`config.mk`:
```
export PLATFORM = sky130hd
export DESIGN_NAME = pwm_timer8
export DESIGN_NICKNAME = d
export VERILOG_FILES = /design/src/rtl/pwmt_pkg.sv /design/src/rtl/pwmt_ctrl.sv /design/src/rtl/pwmt_datapath.sv /design/src/rtl/pwm_timer8.sv
export SDC_FILE = /design/constraint.sdc
export NUM_CORES = 1
export LEC_CHECK = 0
export BUFFER_PORTS_ARGS = -buffer_cell sky130_fd_sc_hd__buf_4
export CAP_MARGIN = 30
export CORE_ASPECT_RATIO = 2
export CORE_MARGIN = 2
export CORE_UTILIZATION = 61
export DETAILED_ROUTE_END_ITERATION = 12
export PLACE_DENSITY_LB_ADDON = 0.08
export SETUP_SLACK_MARGIN = 0.1
export SYNTH_ARGS = -nofsm -noshare
export SYNTH_HDL_FRONTEND = slang
export SYNTH_SLANG_ARGS = --single-unit
```
`constraint.sdc`:
```
create_clock -name clk -period 4.7 [get_ports clk]
set_input_delay 0.705 -clock clk [delete_from_list [all_inputs] [get_ports clk]]
set_output_delay 0.705 -clock clk [all_outputs]
set_load 0.03 [all_outputs]
```
`src/rtl/pwmt_pkg.sv`:
```
package pwmt_pkg;

  localparam int NUM_CH = 2;

  localparam logic [2:0] ADDR_CTRL  = 3'd0;
  localparam logic [2:0] ADDR_COUNT = 3'd1;
  localparam logic [2:0] ADDR_CMPA  = 3'd2;
  localparam logic [2:0] ADDR_FLAGS = 3'd4;

  localparam logic [7:0] CTRL_WRITE_MASK = 8'hF7;

  typedef enum logic [2:0] {
    CLS_NORMAL,
    CLS_CTC,
    CLS_FAST,
    CLS_PHASE,
    CLS_HOLD
  } modeCls_t;

  typedef struct packed {
    modeCls_t cls;
    logic     tickOk;
    logic     stepUp;
    logic     stepDown;
    logic     toZero;
    logic     latchBuf;
    logic     immediate;
    logic     ovfSet;
    logic     edgeTop;
    logic     upPhase;
  } strobe_t;

  function automatic modeCls_t decodeMode(input logic [2:0] m);
    case (m)
      3'd0:        return CLS_NORMAL;
      3'd2:        return CLS_CTC;
      3'd3, 3'd7:  return CLS_FAST;
      3'd1, 3'd5:  return CLS_PHASE;
      default:     return CLS_HOLD;
    endcase
  endfunction

  function automatic logic topFromCmpA(input logic [2:0] m);
    return (m == 3'd2) || (m == 3'd5) || (m == 3'd7);
  endfunction

endpackage

```
`src/rtl/pwmt_ctrl.sv`:
```
module pwmt_ctrl
  import pwmt_pkg::*;
#(
  parameter int DW = 8
) (
  input  logic          clk,
  input  logic          rstN,
  input  logic          tick,
  input  logic [2:0]    mode,
  input  logic [DW-1:0] cnt,
  input  logic [DW-1:0] cmpActA,
  output logic [DW-1:0] topVal,
  output strobe_t       strb
);

  localparam logic [DW-1:0] MAXV = {DW{1'b1}};

  logic     dirUp;
  modeCls_t cls;
  logic     tickOk, atTop, atBot, upPhase;

  always_comb begin
    cls     = decodeMode(mode);
    topVal  = topFromCmpA(mode) ? cmpActA : MAXV;
    tickOk  = tick && (cls != CLS_HOLD);
    atTop   = (cnt == topVal);
    atBot   = (cnt == '0);
    upPhase = atBot || (dirUp && (cnt < topVal));

    strb           = '0;
    strb.cls       = cls;
    strb.tickOk    = tickOk;
    strb.upPhase   = upPhase;
    strb.immediate = (cls == CLS_NORMAL) || (cls == CLS_CTC);
    strb.edgeTop   = tickOk && atTop;
    strb.latchBuf  = tickOk && atTop && ((cls == CLS_FAST) || (cls == CLS_PHASE));

    if (tickOk) begin
      case (cls)
        CLS_NORMAL: begin
          strb.stepUp = 1'b1;
          strb.ovfSet = (cnt == MAXV);
        end
        CLS_CTC: begin
          strb.toZero = atTop;
          strb.stepUp = !atTop;
          strb.ovfSet = (cnt == MAXV);
        end
        CLS_FAST: begin
          strb.toZero = atTop;
          strb.stepUp = !atTop;
          strb.ovfSet = atTop;
        end
        CLS_PHASE: begin
          strb.stepUp   = upPhase;
          strb.stepDown = !upPhase;
          strb.ovfSet   = atBot;
        end
        default: ;
      endcase
    end
  end

  always_ff @(posedge clk) begin
    if (!rstN) begin
      dirUp <= 1'b1;
    end else if (cls != CLS_PHASE) begin
      dirUp <= 1'b1;
    end else if (tickOk) begin
      if (atBot)              dirUp <= 1'b1;
      else if (cnt >= topVal) dirUp <= 1'b0;
    end
  end

  // a phase-correct tick at a nonzero TOP turns the direction downward
  assert_turn_down_R5: assert property (@(posedge clk) disable iff (!rstN)
    (decodeMode(mode) == CLS_PHASE && tick && cnt == topVal && cnt != '0) |=> !dirUp);

  // a phase-correct tick at BOTTOM turns the direction upward
  assert_turn_up_R5: assert property (@(posedge clk) disable iff (!rstN)
    (decodeMode(mode) == CLS_PHASE && tick && cnt == '0) |=> dirUp);

endmodule

```
`src/rtl/pwmt_datapath.sv`:
```
module pwmt_datapath
  import pwmt_pkg::*;
#(
  parameter int DW = 8
) (
  input  logic              clk,
  input  logic              rstN,
  input  logic              wrEn,
  input  logic [2:0]        addr,
  input  logic [DW-1:0]     wrData,
  input  strobe_t           strb,
  input  logic [DW-1:0]     topVal,
  output logic [DW-1:0]     rdData,
  output logic [DW-1:0]     cnt,
  output logic [DW-1:0]     cmpActA,
  output logic [2:0]        mode,
  output logic              ovfFlag,
  output logic [NUM_CH-1:0] matchFlag,
  output logic [NUM_CH-1:0] wave,
  output logic [NUM_CH-1:0] drive
);

  logic [7:0]    ctrlReg;
  logic [DW-1:0] cmpBuf [NUM_CH];
  logic [DW-1:0] cmpAct [NUM_CH];
  logic          cntWr, ctrlWr, flagWr, pwmMode;

  assign cntWr   = wrEn && (addr == ADDR_COUNT);
  assign ctrlWr  = wrEn && (addr == ADDR_CTRL);
  assign flagWr  = wrEn && (addr == ADDR_FLAGS);
  assign mode    = ctrlReg[2:0];
  assign cmpActA = cmpAct[0];
  assign pwmMode = (strb.cls == CLS_FAST) || (strb.cls == CLS_PHASE);

  always_ff @(posedge clk) begin
    if (!rstN) begin
      ctrlReg <= '0;
      cnt     <= '0;
      ovfFlag <= 1'b0;
    end else begin
      if (ctrlWr) ctrlReg <= wrData[7:0] & CTRL_WRITE_MASK;
      if (cntWr)              cnt <= wrData;
      else if (strb.toZero)   cnt <= '0;
      else if (strb.stepUp)   cnt <= cnt + 1'b1;
      else if (strb.stepDown) cnt <= cnt - 1'b1;
      ovfFlag <= strb.ovfSet || (ovfFlag && !(flagWr && wrData[0]));
    end
  end

  for (genvar ch = 0; ch < NUM_CH; ch++) begin : g_ch
    logic [1:0] cfg;
    logic       cmpWr, match;

    assign cfg       = ctrlReg[4 + 2*ch +: 2];
    assign cmpWr     = wrEn && (addr == ADDR_CMPA + 3'(ch));
    assign match     = strb.tickOk && (cnt == cmpAct[ch]);
    assign drive[ch] = (cfg != 2'b00) && !(pwmMode && cfg == 2'b01);

    always_ff @(posedge clk) begin
      if (!rstN) begin
        cmpBuf[ch]    <= '0;
        cmpAct[ch]    <= '0;
        matchFlag[ch] <= 1'b0;
        wave[ch]      <= 1'b0;
      end else begin
        if (cmpWr) cmpBuf[ch] <= wrData;
        if (cmpWr && strb.immediate) cmpAct[ch] <= wrData;
        else if (strb.latchBuf)      cmpAct[ch] <= cmpBuf[ch];

        matchFlag[ch] <= match || (matchFlag[ch] && !(flagWr && wrData[1+ch]));

        case (strb.cls)
          CLS_NORMAL, CLS_CTC: begin
            if (match) begin
              case (cfg)
                2'b01:   wave[ch] <= !wave[ch];
                2'b10:   wave[ch] <= 1'b0;
                2'b11:   wave[ch] <= 1'b1;
                default: ;
              endcase
            end
          end
          CLS_FAST: begin
            if (cfg[1]) begin
              if (strb.edgeTop) wave[ch] <= !cfg[0];
              else if (match)   wave[ch] <= cfg[0];
            end
          end
          CLS_PHASE: begin
            if (cfg[1]) begin
              if (strb.edgeTop && cmpAct[ch] == topVal) wave[ch] <= !cfg[0];
              else if (match) wave[ch] <= strb.upPhase ? cfg[0] : !cfg[0];
            end
          end
          default: ;
        endcase
      end
    end

    // compare value at TOP with setting 10 leaves the wave high after the TOP tick
    assert_top_rule_R12: assert property (@(posedge clk) disable iff (!rstN)
      (strb.cls == CLS_PHASE && strb.edgeTop && cmpAct[ch] == topVal && cfg == 2'b10)
      |=> wave[ch]);

    // a tick on the compare value raises the channel flag
    assert_match_flag_R8: assert property (@(posedge clk) disable iff (!rstN)
      (strb.tickOk && cnt == cmpAct[ch]) |=> matchFlag[ch]);
  end

  always_comb begin
    case (addr)
      ADDR_CTRL:  rdData = DW'(ctrlReg);
      ADDR_COUNT: rdData = cnt;
      3'd2:       rdData = cmpBuf[0];
      3'd3:       rdData = cmpBuf[1];
      ADDR_FLAGS: rdData = DW'({matchFlag[1], matchFlag[0], ovfFlag});
      default:    rdData = '0;
    endcase
  end

  // an overflow event is visible on the flag one clock later
  assert_ovf_set_R7: assert property (@(posedge clk) disable iff (!rstN)
    strb.ovfSet |=> ovfFlag);

  // CTC tick at TOP returns the count to zero
  assert_ctc_clear_R3: assert property (@(posedge clk) disable iff (!rstN)
    (strb.cls == CLS_CTC && strb.tickOk && cnt == topVal && !cntWr) |=> cnt == '0);

  // reserved modes freeze the count
  assert_hold_count_R13: assert property (@(posedge clk) disable iff (!rstN)
    (strb.cls == CLS_HOLD && !cntWr) |=> cnt == $past(cnt));

  // falling from a nonzero TOP steps down by one
  assert_phase_turn_R5: assert property (@(posedge clk) disable iff (!rstN)
    (strb.cls == CLS_PHASE && strb.tickOk && cnt == topVal && cnt != '0 && !cntWr)
    |=> cnt == DW'($past(cnt) - 1'b1));

  // the reserved control bit always reads back as zero
  assert_rsvd_zero_R1: assert property (@(posedge clk) disable iff (!rstN)
    (addr == ADDR_CTRL) |-> (rdData[3] == 1'b0));

endmodule

```
`src/rtl/pwm_timer8.sv`:
```
module pwm_timer8
  import pwmt_pkg::*;
#(
  parameter int DW = 8
) (
  input  logic          clk,
  input  logic          rstN,
  input  logic          tick,
  input  logic          wrEn,
  input  logic [2:0]    addr,
  input  logic [DW-1:0] wrData,
  output logic [DW-1:0] rdData,
  output logic          ovfFlag,
  output logic          matchFlagA,
  output logic          matchFlagB,
  output logic          waveA,
  output logic          waveB,
  output logic          driveA,
  output logic          driveB
);

  strobe_t           strb;
  logic [DW-1:0]     cnt, cmpActA, topVal;
  logic [2:0]        mode;
  logic [NUM_CH-1:0] matchFlag, wave, drive;

  pwmt_ctrl #(.DW(DW)) u_ctrl (
    .clk(clk), .rstN(rstN), .tick(tick), .mode(mode), .cnt(cnt),
    .cmpActA(cmpActA), .topVal(topVal), .strb(strb)
  );

  pwmt_datapath #(.DW(DW)) u_dp (
    .clk(clk), .rstN(rstN), .wrEn(wrEn), .addr(addr), .wrData(wrData),
    .strb(strb), .topVal(topVal), .rdData(rdData), .cnt(cnt),
    .cmpActA(cmpActA), .mode(mode), .ovfFlag(ovfFlag),
    .matchFlag(matchFlag), .wave(wave), .drive(drive)
  );

  assign matchFlagA = matchFlag[0];
  assign matchFlagB = matchFlag[1];
  assign waveA      = wave[0];
  assign waveB      = wave[1];
  assign driveA     = drive[0];
  assign driveB     = drive[1];

endmodule

```
==> results.txt, run 1 <==
total clock buffers created by CTS: 5
PwrDens: 281 nW/um^2
Remaining Overflow, GRT: 0
worst-path maximum fanout: 12
M2 GR Usage: 0.554
RSZ-0062 raised after global routing: no
post_cts resized: 0
top_reg_cell synth: edfxtp_1
Worst Path Arrival: 4540 ps
cts hold-fix bufs: 0
Syn Inst Count: 396
WL per Instance: 22.4 microns
Setup CP Type: reg2reg
Via density: 6.62
DRC: 0
Max-Cap Viols: 0
Slew headroom: 0.456
Design Area, Final: 4290 sq um
synthesized area: 3870 sq um
Post-Route WL: 11400 microns
Clock transition at path regs: 70 ps
gpl congestion: 0.998
CTS Root Buffer Type: clkbuf_16
Initial Util: 0.623
Fin Setup TNS: 0 ps
Hold Path Class: reg2reg
largest net degree at the start of global routing: 22
CTS tree: built
global-route wire length before repair: 17300 microns
vias in the first global route: 3218
Internal Dissipation: 0.000832 W
Avg Inst Size Synth: 9.77 sq um
Placed Cells: 499
most frequent cells in the layout: buf_4, edfxtp_1, nand2_1
final hold slack: 513 ps
combinational power share: 0.224
fin cells: 507
CP Launch Type: flip-flop
clk sinks: 53
commonest non-fill, non-tap cell in the layout: buf_4
count of final setup violators: 0
Synthesized Nets: 429
PortBufs: 29
Seq/Total Area, Yosys: 0.357
Least-Margin Pin Slew: 810 ps
gr busiest metal: met2
Final Skew: 3.25 ps
die area: 7030 sq um
initial antenna violation count: 0
io pins: 30
M3 GR Usage: 0.0487
FFs w/ async S/R, synth: 0
Iteration-0 DRC Markers: 247
DIE WIDTH: 60.3 microns
via count: 3357
Layout Nets: 453
final worst-path cycle share: 0.918
Core Area: 6210 sq um
Final Hold Fails: 0
Area growth, synth to finish: 10.9%
number of flops mapped to enable cells by yosys: 32
YS warnings: 0
dpl hpwl: 8520 microns
sw power: 0.000370 W
Peak VDD IR: 0.350 mV
clk_lat worst skew: 300 ps
switching share of power: 0.308
Clock Tree Buf Depth: 2
# rows: 41
Setup Buffers After CTS: 0
CP Capture Type: flip-flop
clock power share: 0.304
Tmin final: 4320 ps
antenna cells: 0
max-slew violation count: 0
post-synth cell types: 71
Pleak: 1.61 nW
Worst Path Required: 4930 ps
layout cells sized above 1: 0.188
H-Tree Depth: 2
drt first pass iters: 5
die height: 117 microns
fmax: 232 MHz
M1 GR Usage: 0.419
synthesized flop and latch total: 53
Routed Antenna Nets: 0
status: complete, no violations
sequential share of power: 0.472
placed cell area: 4140 sq um
Tot GR Track Use: 0.348
cells by family (layout without fill, tap and decap cells):
group	count (synthesis)	in the layout	synth area share
compound gates	93	93	0.193
xor+xnor	25	25	0.0566
fa+ha+maj	18	18	0.0602
buf+inv	34	59	0.0421
flops	53	53	0.357
mux	21	21	0.0676
simple gates	152	152	0.223
cells in the mapped netlist, types with 7 or more instances:
master / instances / area, sq um
dfxtp_1: 21 / 420
nand2_1: 30 / 113
xnor2_1: 17 / 149
buf_2: 10 / 50.1
ha_1: 17 / 213
nand4_1: 15 / 93.8
nor2_1: 27 / 101
mux2i_1: 16 / 160
edfxtp_1: 32 / 961
xor2_1: 8 / 70.1
and2_1: 20 / 125
nor4_1: 8 / 50.1
inv_1: 9 / 33.8
or3_1: 7 / 43.8
a21oi_1: 14 / 70.1
nor2b_1: 7 / 43.8
a22o_1: 16 / 140
registers in the layout (all words and copies together), names as in the netlist:
register	count
u_dp.cmpAct	16
u_ctrl.dirUp	1
u_dp.wave	2
u_dp.ctrlReg	7
u_dp.matchFlag	2
u_dp.ovfFlag	1
u_dp.cmpBuf	16
u_dp.cnt	8
worst max-delay path, cell delays in order (launching register included):
cell	delay, ps
dfxtp_2	400
or3b_1	470
a21oi_2	220
ha_1	270
nor2b_1	130
o21a_1	170
o21a_1	200
o2111ai_1	310
nand2_2	190
ha_1	310
a21oi_1	200
o211ai_1	140
o41ai_1	580
nand2_1	150
a211oi_1	250
a221oi_1	80
a31oi_1	180
final cells by class:
| type | instances | area (sq um) |
|---|---|---|
| multi-input cells | 309 | 2330 |
| fillers | 492 | 1920 |
| flip-flops and latches | 53 | 1380 |
| repair buffers | 38 | 280 |
| clock buffers | 6 | 129 |
| well taps | 86 | 108 |
| inverters | 13 | 48.8 |
| clock inverters | 2 | 13.8 |
power groups by stage:
stage,registers [W],logic [W],clock network [W]
floorplan,0.000551,0.000197,0
CTS,0.000566,0.000266,0.000368
finish,0.000567,0.000270,0.000365
global placement,0.000575,0.000254,0
global route,0.000569,0.000293,0.000379
detailed placement,0.000576,0.000264,0
layer usage:
metal  part of all wire  up-vias
met1               0.37     1589
li1                   -     1556
met2               0.50      163
met5                  0        -
met4              0.069        0
met3              0.061       49
final timing paths:
kind / startpoint / depth (start not counted) / to / slack, ps
max reg2reg: u_dp.ctrlReg[2] / 16 / u_dp.cnt[7] / 380
min reg2reg: u_dp.matchFlag[0] / 2 / u_dp.matchFlag[0] / 510
max: u_dp.ctrlReg[2] / 16 / u_dp.cnt[7] / 380
min: u_dp.matchFlag[0] / 2 / u_dp.matchFlag[0] / 510
through the flow:
| step | setup slack [ps] | utilization | total power (W) |
|---|---|---|---|
| finish | 383 | 0.691 | 0.00120 |
| global route | 190 | 0.691 | 0.00124 |
| detailed placement | 346 | 0.667 | 0.000841 |
| floorplan | 971 | - | 0.000748 |
| global placement | 562 | 0.666 | 0.000829 |
| CTS | 326 | 0.690 | 0.00120 |
Power figures use the tool's default switching activity.
==> run 2: changes to the inputs <==
--- a/config.mk
+++ b/config.mk
@@ -11,6 +11,7 @@
 export CORE_MARGIN = 2
 export CORE_UTILIZATION = 61
 export DETAILED_ROUTE_END_ITERATION = 12
+export GPL_TIMING_DRIVEN = 0
 export PLACE_DENSITY_LB_ADDON = 0.08
 export SETUP_SLACK_MARGIN = 0.1
 export SYNTH_ARGS = -nofsm -noshare
==> results.txt, run 2 (synthesized netlist as in run 1, its figures left out) <==
WL per Instance: 22.2 microns
most frequent cells in the layout: edfxtp_1, buf_4, nand2_1
antenna cells: 0
dpl hpwl: 8710 microns
PwrDens: 275 nW/um^2
M3 GR Usage: 0.0332
CP Capture Type: flip-flop
Max-Cap Viols: 0
Final Util: 0.704
vias in the first global route: 3463
initial antenna violation count: 0
final hold slack: 511 ps
RSZ-0062 raised after global routing: no
fmax: 231 MHz
Slew headroom: 0.471
Fin Setup TNS: 0 ps
gpl congestion: 0.964
final worst-path cycle share: 0.922
Tot GR Track Use: 0.357
commonest non-fill, non-tap cell in the layout: edfxtp_1
Final Hold Fails: 0
Iteration-0 DRC Markers: 365
Clock transition at path regs: 70 ps
Least-Margin Pin Slew: 787 ps
Via density: 6.82
Tmin final: 4340 ps
CP Launch Type: flip-flop
PortBufs: 28
H-Tree Depth: 2
DIE WIDTH: 60.3 microns
count of final setup violators: 0
DRC: 0
Placed Cells: 513
# rows: 41
Initial Util: 0.623
Pleak: 1.66 nW
Layout Nets: 467
Peak VDD IR: 0.313 mV
M2 GR Usage: 0.605
Worst Path Required: 4920 ps
cts hold-fix bufs: 0
Final Skew: 5.47 ps
status: complete, no violations
Area growth, synth to finish: 13.0%
largest net degree at the start of global routing: 17
Hold Path Class: reg2reg
Setup CP Type: reg2reg
Setup Buffers After CTS: 0
clk sinks: 53
drt first pass iters: 8
Sequential Area: 1380 sq um
total clock buffers created by CTS: 5
Remaining Overflow, GRT: 0
layout cells sized above 1: 0.198
CTS tree: built
die area: 7030 sq um
Clock Tree Buf Depth: 2
max-slew violation count: 0
CTS Root Buffer Type: clkbuf_16
die height: 117 microns
Routed Antenna Nets: 0
fin cells: 521
Core Area: 6210 sq um
via count: 3555
Post-Route WL: 11600 microns
multi-input logic area: 2350 sq um
io pins: 30
fill count: 461
worst-path maximum fanout: 10
global-route wire length before repair: 18100 microns
gr busiest metal: met2
Worst Path Arrival: 4550 ps
clk_lat worst skew: 290 ps
biggest regs: u_dp.cmpAct: 16 flops, u_dp.cmpBuf: 16 flops, u_dp.cnt: 8 flops
M1 GR Usage: 0.424
-- run 2: through the flow --
step / instance area [sq um] / power (W) / worst slack, ps
final: 4370 / 0.00120 / 365
after global routing: 4370 / 0.00124 / 166
after CTS: 4350 / 0.00119 / 226
after detailed placement: 4200 / 0.000838 / 104
after global placement: 4190 / 0.000826 / 263
after floorplan: 3870 / 0.000748 / 971
-- run 2: timing repair --
item | CTS | global route
endpoints found under the setup margin | 1 | 2
resized for setup | 1 | 3
pin swaps | 0 | 0
hold endpoints to repair | 0 | 0
-- run 2: worst max-delay path, stage by stage (launching register included) --
cell and delay (ps):
dfxtp_1 320, buf_4 190, and2_1 200, nor2_4 240
nor2_1 100, ha_1 350, a21o_1 170, nand2_1 60
nand4b_1 180, a311oi_2 420, nand2_2 220, ha_1 320
a21oi_1 300, o211ai_1 230, o41ai_4 330, nand2_1 90
a211oi_1 250, a221oi_1 80, a31oi_1 210
-- run 2: final timing paths --
path | start | end | slack [ps] | cells after the start
max | u_dp.ctrlReg[2] | u_dp.cnt[7] | 360 | 18
min | u_dp.matchFlag[1] | u_dp.matchFlag[1] | 510 | 2
max reg2reg | u_dp.ctrlReg[2] | u_dp.cnt[7] | 360 | 18
min reg2reg | u_dp.matchFlag[1] | u_dp.matchFlag[1] | 510 | 2
-- run 2: area by class of cell --
cell class | instances | share of cell area
Multi-Input combinational cell | 309 | 0.538
Clock inverter | 2 | 0.00315
Sequential cell | 53 | 0.316
Buffer | 21 | 0.0261
Tap cell | 86 | 0.0246
Timing Repair Buffer | 31 | 0.0515
Inverter | 13 | 0.0112
Clock buffer | 6 | 0.0295
-- run 2: report_power, final --
part,switching (W),internal [W]
Clock,0.000161,0.000198
Combinational,0.000165,0.000120
Sequential,0.0000382,0.000520
Total,0.000364,0.000838
-- run 2: metal layers --
metal | up-vias | share of wire
met5 | - | 0
met4 | 0 | 0.070
met2 | 235 | 0.51
li1 | 1585 | -
met1 | 1680 | 0.35
met3 | 55 | 0.076
